$ cat src/rtl/tdd_pkg.sv
package tdd_pkg;

  typedef enum logic [1:0] {
    ST_IDLE  = 2'd0,
    ST_DELAY = 2'd1,
    ST_RUN   = 2'd2,
    ST_DONE  = 2'd3
  } tdd_state_e;

  typedef logic [31:0] wide_t;

  // frame length with the zero case folded onto one cycle
  function automatic wide_t eff_len(input wide_t len);
    return (len == '0) ? wide_t'(1) : len;
  endfunction

  // half-open window test on the frame position
  function automatic logic in_window(input wide_t pos, input wide_t lo, input wide_t hi);
    return (pos >= lo) && (pos < hi);
  endfunction

  // true when the frame now ending completes a finite burst
  function automatic logic is_last(input wide_t frames_done, input wide_t burst);
    return (burst != '0) && ((frames_done + 1) == burst);
  endfunction

  // true in the final cycle of the startup delay
  function automatic logic delay_over(input wide_t cnt, input wide_t dly);
    return (cnt + 1) >= dly;
  endfunction

endpackage

$ cat src/rtl/tdd_seq.sv
module tdd_seq
  import tdd_pkg::*;
#(
  parameter int CW = 16,
  parameter int BW = 8
) (
  input  logic          clk,
  input  logic          rst_n,
  input  logic          glob_en,
  input  logic          trig,
  input  logic [CW-1:0] frame_len,
  input  logic [CW-1:0] start_dly,
  input  logic [BW-1:0] burst_cnt,
  output tdd_state_e    state,
  output logic [CW-1:0] frame_pos,
  output logic          frame_end,
  output logic          last_frame,
  output logic          start_ok
);

  logic [CW-1:0] dly_cnt;
  logic [BW-1:0] frm_cnt;
  logic          dly_end;
  tdd_state_e    nxt;

  assign start_ok   = (state == ST_IDLE) && glob_en && trig;
  assign dly_end    = (state == ST_DELAY) && delay_over(wide_t'(dly_cnt), wide_t'(start_dly));
  assign frame_end  = (state == ST_RUN) &&
                      (wide_t'(frame_pos) == eff_len(wide_t'(frame_len)) - 1);
  assign last_frame = is_last(wide_t'(frm_cnt), wide_t'(burst_cnt));

  always_comb begin
    nxt = state;
    unique case (state)
      ST_IDLE:  if (start_ok) nxt = (start_dly == '0) ? ST_RUN : ST_DELAY;
      ST_DELAY: if (dly_end) nxt = ST_RUN;
      ST_RUN:   if (frame_end && last_frame) nxt = ST_DONE;
      ST_DONE:  nxt = ST_IDLE;
      default:  nxt = ST_IDLE;
    endcase
    if (!glob_en) nxt = ST_IDLE;
  end

  always_ff @(posedge clk) begin
    if (!rst_n) begin
      state     <= ST_IDLE;
      dly_cnt   <= '0;
      frame_pos <= '0;
      frm_cnt   <= '0;
    end else begin
      state <= nxt;

      if (glob_en && (state == ST_DELAY) && !dly_end) dly_cnt <= dly_cnt + 1'b1;
      else                                            dly_cnt <= '0;

      if (glob_en && (state == ST_RUN) && !frame_end) frame_pos <= frame_pos + 1'b1;
      else                                            frame_pos <= '0;

      if (!glob_en || (state != ST_RUN)) frm_cnt <= '0;
      else if (frame_end)                frm_cnt <= frm_cnt + 1'b1;
    end
  end

endmodule

$ cat src/rtl/tdd_chan.sv
module tdd_chan
  import tdd_pkg::*;
#(
  parameter int CW = 16
) (
  input  logic [CW-1:0] frame_pos,
  input  logic          run_act,
  input  logic [CW-1:0] on_cnt,
  input  logic [CW-1:0] off_cnt,
  input  logic          pol,
  input  logic          en,
  output logic          sig
);

  logic active;

  assign active = run_act && en &&
                  in_window(wide_t'(frame_pos), wide_t'(on_cnt), wide_t'(off_cnt));
  assign sig    = pol ^ active;

endmodule

$ cat src/rtl/tdd_frame_gen.sv
module tdd_frame_gen
  import tdd_pkg::*;
#(
  parameter int NCH = 4,
  parameter int CW  = 16,
  parameter int BW  = 8
) (
  input  logic              clk,
  input  logic              rst_n,
  input  logic              glob_en,
  input  logic              trig,
  input  logic [CW-1:0]     frame_len,
  input  logic [CW-1:0]     start_dly,
  input  logic [BW-1:0]     burst_cnt,
  input  logic [NCH*CW-1:0] ch_on,
  input  logic [NCH*CW-1:0] ch_off,
  input  logic [NCH-1:0]    ch_pol,
  input  logic [NCH-1:0]    ch_en,
  output logic [NCH-1:0]    ch_out,
  output logic              running,
  output logic              done
);

  tdd_state_e    seq_state;
  logic [CW-1:0] frame_pos;
  logic          frame_end;
  logic          last_frame;
  logic          start_ok;
  logic          run_act;

  tdd_seq #(.CW(CW), .BW(BW)) u_seq (
    .clk        (clk),
    .rst_n      (rst_n),
    .glob_en    (glob_en),
    .trig       (trig),
    .frame_len  (frame_len),
    .start_dly  (start_dly),
    .burst_cnt  (burst_cnt),
    .state      (seq_state),
    .frame_pos  (frame_pos),
    .frame_end  (frame_end),
    .last_frame (last_frame),
    .start_ok   (start_ok)
  );

  assign run_act = (seq_state == ST_RUN) && glob_en;
  assign running = run_act;
  assign done    = (seq_state == ST_DONE) && glob_en;

  for (genvar gi = 0; gi < NCH; gi++) begin : g_chan
    tdd_chan #(.CW(CW)) u_chan (
      .frame_pos (frame_pos),
      .run_act   (run_act),
      .on_cnt    (ch_on[gi*CW +: CW]),
      .off_cnt   (ch_off[gi*CW +: CW]),
      .pol       (ch_pol[gi]),
      .en        (ch_en[gi]),
      .sig       (ch_out[gi])
    );
  end

endmodule

$ cat config.mk
export PLATFORM = sky130hd
export DESIGN_NAME = tdd_frame_gen
export DESIGN_NICKNAME = d
export VERILOG_FILES = /design/src/rtl/tdd_pkg.sv /design/src/rtl/tdd_seq.sv /design/src/rtl/tdd_chan.sv /design/src/rtl/tdd_frame_gen.sv
export SDC_FILE = /design/constraint.sdc
export NUM_CORES = 1
export LEC_CHECK = 0
export ABC_AREA = 1
export BUFFER_PORTS_ARGS = -buffer_cell sky130_fd_sc_hd__buf_2
export CAP_MARGIN = 40
export CORE_UTILIZATION = 45
export CTS_CLUSTER_DIAMETER = 50
export DETAILED_ROUTE_END_ITERATION = 10
export PLACE_DENSITY = 0.78
export SETUP_SLACK_MARGIN = 0.05
export SLEW_MARGIN = 5
export SYNTH_ARGS = -nofsm -noshare
export SYNTH_HDL_FRONTEND = slang
export SYNTH_SLANG_ARGS = --single-unit
$ cat constraint.sdc
create_clock -name clk -period 3.86 [get_ports clk]
set_input_delay 0.193 -clock clk [delete_from_list [all_inputs] [get_ports clk]]
set_output_delay 0.193 -clock clk [all_outputs]
set_load 0.05 [all_outputs]
==> run summary, run 1 <==
* **outcome** complete, no violations
* **max-slew violations** 0
* **count of buffer and inverter cells on the critical path** 4
* **post-place instance area** 7650 um2
* **CTS buffer count** 5
* **Die Footprint** 15,100 um2
* **# nets final** 1,527
* **Tot GR Track Use** 23.1%
* **most used flip-flop cell after synthesis** sky130_fd_sc_hd__dfxtp_1
* **power after layout** 1.23 mW
* **critical path capture point type** flop
* **post-route core utilization** 56.0%
* **number of failing hold endpoints at the final stage** 0
* **core region area** 14,000 um2
* **number of filler instances in the final layout** 1,389
* **instance count of the mapped netlist** 1,013
* **antenna violations before repair** 1
* **setup clock skew after layout** 0.00490 ns
* **detailed placer's ending HPWL** 14.4 mm
* **largest cells by area after synthesis** sky130_fd_sc_hd__ha_1 (29%), sky130_fd_sc_hd__inv_1 (14%), sky130_fd_sc_hd__dfxtp_1 (13%)
* **growth of design area from synthesis to finish** 19.8%
* **met1 layer wirelength in the final routing** 7.99 mm
* **top routing layer in use** met4
* **number of search-and-repair iterations in the first detailed-routing pass** 4
* **post-route antenna net violation count** 0
* **share of flip-flops with an asynchronous set or reset** 0%
* **synthesized flop and latch total** 42
* **setup TNS** 0 ns
* **cell accounting for the most synthesized area** sky130_fd_sc_hd__ha_1
* **weighted congestion reported at the end of routability-driven placement** 0.902
* **DRC violations left** 0
* **top fanout value on the critical path** 4
* **Relative slew margins** 55.0%
* **# rows** 43
* **drt via density** 4.90
* **share of layout cells above drive strength 1** 19.1%
* **total met3 wirelength after detailed routing** 858 um
* **CTS tree** yes
* **clock insertion delay at the later pin of the skew report** 0.28 ns
* **combined area of all synthesized cells** 6560 um2
* **Setup Slack @ Placement** 0.191 ns
* **class of the most critical setup path** reg2reg
* **power density over the cells** 157 nW/um2
* **number of violations of the max-capacitance limit** 0
* **Wirelength per Cell** 12.4 um
* **effective utilization at floorplan** 46.7%
* **worst min-delay path class** in2reg
* **Final Setup Violations** 0
* **shortest period the worst path allows** 3.44 ns
* **count of warnings emitted by yosys** 0
* **total nets after synthesis** 1,343
* **first-pass GRT wire length** 27.7 mm
* **distinct cell type count of the synthesized netlist** 40
* **input/output buffers** 185
* **iteration-0 DRC count of the detailed router** 281
* **root buffer cell** sky130_fd_sc_hd__clkbuf_16
* **vertical extent of the die** 123 um
* **Worst path max stage delay** 0.35 ns
* **via count of the first global-routing pass** 6,223
* **Max Freq** 0.291 GHz
* **routed wire length on met2** 7.88 mm
* **endpoint required time on the critical path** 4.04 ns
* **largest net degree at the start of global routing** 17
* **gr ovfl total** 0
* **number of flops mapped to enable cells by yosys** 0
* **category of the worst setup path launch point** flop
* **clock transition at the registers of the reported paths** 0.06 ns
* **CTS Sinks** 42
* **depth of the CTS H-tree** 2
* **final critical-path share of the clock period** 89.2%
* **maximum buffer depth of the clock tree** 2
* **top library cells by usage in the layout, fill and taps aside** sky130_fd_sc_hd__inv_1 (237), sky130_fd_sc_hd__buf_2 (185), sky130_fd_sc_hd__nand2_1 (182)
* **dominant delay contributor by cell family on the critical path** simple AND/OR/NAND/NOR gates
* **Horiz. Die Dim** 123 um
* **unrepaired setup endpoints after global routing** no
* **Critical Path Slowest Stage Cell** sky130_fd_sc_hd__dfxtp_2
* **area fraction of the dominant cell type after synthesis** 28.6%
* **mean instance size in the synthesized netlist** 6.48 um2
* **sequential cell area fraction in the yosys report** 12.8%
* **signal arrival time at the worst endpoint** 3.62 ns
* **worst slew pin tran** 0.673 ns
* **number of buffers inserted by hold repair at cts** 0
* **Worst VDD drop** 242 uV
* **total wirelength of the detailed-routed design** 17.1 mm
* **vias after detailed routing** 6,761
* **I/O pins** 186
* **most common library cell in the layout ignoring fill and taps** sky130_fd_sc_hd__inv_1
* **static leakage** 4.54 nW
* **final setup margin** 0.418 ns
* **Final Cell Area** 7860 um2
## where the power goes
group          total, mW  switching, mW  leakage [nW]  internal [mW]
combinational      0.316          0.172          4.12          0.144
clock              0.481          0.176        0.0771          0.306
sequential         0.438        0.00231         0.339          0.435
## layout make-up
cell class / instances / area [um2] / area share (%)
clock buffer: 6 / 129 / 1.64
timing repair buffer: 185 / 926 / 11.8
tap: 180 / 225 / 2.86
inverter: 241 / 905 / 11.5
clock inverter: 2 / 37.5 / 0.477
sequential: 42 / 842 / 10.7
antenna: 1 / 2.50 / 0.0318
multi-input combinational: 722 / 4800 / 61.0
## state kept, by name, summed over array words and instances (netlist names)
name	flops
u_seq.frm_cnt	8
u_seq.frame_pos	16
u_seq.state	2
u_seq.dly_cnt	16
## metal layers
layer	vias to the layer above	global-route usage, %
met5	-	0
met4	0	6.71
met3	29	2.83
met2	157	39.9
met1	2934	29.9
li1	3641	-
## synth_stat cells, types with 8 or more instances
cell type / count
sky130_fd_sc_hd__o21ai_0: 23
sky130_fd_sc_hd__inv_1: 237
sky130_fd_sc_hd__xnor2_1: 12
sky130_fd_sc_hd__ha_1: 150
sky130_fd_sc_hd__o211ai_1: 10
sky130_fd_sc_hd__nor2_1: 82
sky130_fd_sc_hd__nand3_1: 39
sky130_fd_sc_hd__a21oi_1: 88
sky130_fd_sc_hd__nor3_1: 24
sky130_fd_sc_hd__nand4_1: 22
sky130_fd_sc_hd__nand2_1: 183
sky130_fd_sc_hd__nor2_2: 8
sky130_fd_sc_hd__dfxtp_1: 42
sky130_fd_sc_hd__xor2_1: 17
## cells by family (layout without fill, tap and decap cells)
group           after synthesis  after routing  synth area share, %
compound gates              146            146                 12.3
xor+xnor                     29             29                 3.87
fa+ha+maj                   150            150                 28.6
buf+inv                     249            434                 14.7
flops                        42             42                 12.8
other cells                   0              1                    0
simple gates                397            397                 27.8
## worst register-to-register path: cells and delay by family, from the launching register on
| family | cells | cell delay, ns |
|---|---|---|
| simple gates | 18 | 2.04 |
| fa+ha+maj | 2 | 0.43 |
| flops | 1 | 0.35 |
| compound gates | 3 | 0.29 |
| buf+inv | 4 | 0.24 |
## path summary, 6_finish.rpt
| path | from | slack (ns) | to | cells past startpoint |
|---|---|---|---|---|
| worst max-delay path | u_seq.dly_cnt[0] | 0.42 | u_seq.state[1] | 27 |
| worst min register to register | u_seq.dly_cnt[0] | 0.44 | u_seq.dly_cnt[0] | 1 |
| worst max register to register | u_seq.dly_cnt[0] | 0.42 | u_seq.state[1] | 27 |
| worst min-delay path | rst_n | 0.36 | u_seq.state[1] | 5 |
## metrics by stage
stage / hold slack, ns / std cells
6_report: 0.363 / 1379
5_1_grt: 0.394 / 1379
2_1_floorplan: 0.431 / 1013
4_1_cts: 0.276 / 1378
3_3_place_gp: 0.444 / 1370
3_5_place_dp: 0.471 / 1370
## what timing repair did
item                                    in CTS  in global routing
buffers inserted                             0                  0
endpoints found under the setup margin       0                 18
resized for setup                            0                 10
(Power assumes the default switching activity.)
==> inputs of run 2 (changes only) <==
- clock period: 3.86 -> 4.2 ns (I/O delays scaled with it)
==> run 2 against run 1 <==
  * Routed wire length up 1.7%
  * Register-to-register slack better by 0.22 ns
  * Sequential share of layout area about the same
  * Design area down 0.40%
  * Hold slack worse by 0.041 ns
  * Largest power group unchanged
  * Final cell count about the same
  * Via count up 2.2%
  * Global-route usage up 0.58 points
  * Clock-buffer cell count unchanged
  * Power down 8.4%
==> run summary, run 2 (synthesized netlist as in run 1, its figures left out) <==
* **top fanout value on the critical path** 16
* **Switching Power** 319 uW
* **Tot GR Track Use** 23.7%
* **clock transition at the registers of the reported paths** 0.06 ns
* **setup clock skew after layout** 0.00366 ns
* **clock insertion delay at the later pin of the skew report** 0.28 ns
* **number of failing hold endpoints at the final stage** 0
* **number of violations of the max-capacitance limit** 0
* **Final Cell Area** 7830 um2
* **outcome** complete, no violations
* **Comb power frac** 25.8%
* **number of buffers inserted by hold repair at cts** 0
* **drt via density** 5.01
* **post-route antenna net violation count** 0
* **Wirelength per Cell** 12.6 um
* **setup TNS** 0 ns
* **switching part of the total power** 28.2%
* **signal arrival time at the worst endpoint** 3.76 ns
* **Horiz. Die Dim** 123 um
* **final critical-path share of the clock period** 84.8%
* **# rows** 43
* **power after layout** 1.13 mW
* **maximum buffer depth of the clock tree** 2
* **# nets final** 1,528
* **Final Setup Violations** 0
* **most common library cell in the layout ignoring fill and taps** sky130_fd_sc_hd__inv_1
* **vertical extent of the die** 123 um
* **vias after detailed routing** 6,910
* **static leakage** 4.54 nW
* **worst slew pin tran** 0.750 ns
* **largest net degree at the start of global routing** 17
* **depth of the CTS H-tree** 2
* **I/O pins** 186
* **Setup Slack @ Placement** 0.537 ns
* **category of the worst setup path launch point** flop
* **critical path capture point type** flop
* **growth of design area from synthesis to finish** 19.3%
* **number of search-and-repair iterations in the first detailed-routing pass** 5
* **internal power component** 812 uW
* **detailed placer's ending HPWL** 14.7 mm
* **shortest period the worst path allows** 3.56 ns
* **Die Footprint** 15,100 um2
* **power share of the clock group** 38.7%
* **post-place instance area** 7660 um2
* **unrepaired setup endpoints after global routing** no
* **power density over the cells** 144 nW/um2
* **core region area** 14,000 um2
* **DRC violations left** 0
* **first-pass GRT wire length** 28.4 mm
* **post-route core utilization** 55.8%
* **total wirelength of the detailed-routed design** 17.4 mm
* **gr ovfl total** 0
* **CTS buffer count** 5
* **CTS Sinks** 42
* **input/output buffers** 185
* **via count of the first global-routing pass** 6,463
* **relative contribution of sequential cells to total power** 35.6%
* **class of the most critical setup path** reg2reg
* **final setup margin** 0.639 ns
* **max-slew violations** 0
* **Max Freq** 0.281 GHz
* **Relative slew margins** 49.9%
* **root buffer cell** sky130_fd_sc_hd__clkbuf_16
* **weighted congestion reported at the end of routability-driven placement** 0.871
* **endpoint required time on the critical path** 4.40 ns
* **registers with the highest flip-flop counts** u_seq.dly_cnt: 16 flops, u_seq.frame_pos: 16 flops, u_seq.frm_cnt: 8 flops
* **top library cells by usage in the layout, fill and taps aside** sky130_fd_sc_hd__inv_1 (237), sky130_fd_sc_hd__buf_2 (185), sky130_fd_sc_hd__nand2_1 (182)
* **number of filler instances in the final layout** 1,407
* **CTS tree** yes
* **iteration-0 DRC count of the detailed router** 289
* **antenna violations before repair** 1
* **effective utilization at floorplan** 46.7%
* **Worst VDD drop** 156 uV
* **worst min-delay path class** in2reg
* **share of layout cells above drive strength 1** 18.8%
-- run 2: cell count changes in the layout (fill, tap and decap cells not counted) --
cell                      delta
sky130_fd_sc_hd__buf_4       +1
sky130_fd_sc_hd__a21oi_2     -1
sky130_fd_sc_hd__dfxtp_2     -1
sky130_fd_sc_hd__nor2_4      -2
sky130_fd_sc_hd__nor3_2      -1
sky130_fd_sc_hd__nand2_2     +1
sky130_fd_sc_hd__dfxtp_1     +1
sky130_fd_sc_hd__nor3_1      +1
sky130_fd_sc_hd__nor2_1      +2
sky130_fd_sc_hd__a21oi_1     +1
sky130_fd_sc_hd__nand2_8     -1
-- run 2: per-layer routing --
layer  share of wire, %  track usage, %  vias up
li1                   -               -     3668
met1                 47            29.3     3066
met2                 47            42.7      147
met3                3.6            2.60       29
met4                2.3            6.94        0
met5                  0               0        -
-- run 2: path summary, 6_finish.rpt --
kind	start	to	slack, ns	depth (start not counted)
setup / recovery	u_seq.dly_cnt[0]	u_seq.dly_cnt[14]	0.64	26
setup reg to reg	u_seq.dly_cnt[0]	u_seq.dly_cnt[14]	0.64	26
hold reg to reg	u_seq.dly_cnt[0]	u_seq.dly_cnt[0]	0.48	1
hold / removal	rst_n	u_seq.state[1]	0.32	5
-- run 2: final cells by class --
type	count	area (um2)	area share [%]
multi-input cells	722	4760	60.8
repair buffers	186	933	11.9
inverters	241	905	11.5
flip-flops and latches	42	841	10.7
well taps	180	225	2.88
clock buffers	6	129	1.65
clock inverters	2	37.5	0.479
diodes	1	2.50	0.0319
-- run 2: power groups by stage --
stage                     Clock, mW  Sequential, mW  Combinational, mW
final                         0.438           0.402              0.291
after global routing          0.465           0.402              0.334
after CTS                     0.449           0.402              0.292
after detailed placement          0           0.411              0.289
after global placement            0           0.411              0.282
after floorplan                   0           0.411              0.163
-- run 2: repair_timing --
action	4_1_cts	5_1_grt
resized for setup	0	1
buffers inserted	0	0
setup endpoints to repair	0	7
-- run 2: per-stage QoR --
stage	hold slack, ns	instances
5_1_grt	0.361	1380
6_report	0.322	1380
4_1_cts	0.306	1379
3_5_place_dp	0.455	1371
3_3_place_gp	0.444	1371
2_1_floorplan	0.433	1013
-- run 2: critical path, cell delays in order, from the launching register on --
cell                      delay (ns)
sky130_fd_sc_hd__dfxtp_1        0.39
sky130_fd_sc_hd__ha_1           0.19
sky130_fd_sc_hd__nand2_1        0.08
sky130_fd_sc_hd__nor2_1         0.09
sky130_fd_sc_hd__inv_1          0.06
sky130_fd_sc_hd__nor2_2         0.14
sky130_fd_sc_hd__nand2_1        0.08
sky130_fd_sc_hd__nor2_2         0.15
sky130_fd_sc_hd__nand2_1        0.11
sky130_fd_sc_hd__nor3_1         0.14
sky130_fd_sc_hd__inv_1          0.07
sky130_fd_sc_hd__nor2_1         0.12
sky130_fd_sc_hd__nand2_1        0.09
sky130_fd_sc_hd__nor2_2         0.11
sky130_fd_sc_hd__inv_1          0.06
sky130_fd_sc_hd__nor2_1         0.13
sky130_fd_sc_hd__nor2_1         0.07
sky130_fd_sc_hd__ha_1           0.27
sky130_fd_sc_hd__nand2_1        0.06
sky130_fd_sc_hd__inv_1          0.05
sky130_fd_sc_hd__o21ai_0        0.07
sky130_fd_sc_hd__nand2_1        0.07
sky130_fd_sc_hd__nor2_1         0.11
sky130_fd_sc_hd__nand4_1        0.12
sky130_fd_sc_hd__nor2_1         0.18
sky130_fd_sc_hd__nand2_2        0.23
sky130_fd_sc_hd__nor3_1         0.24
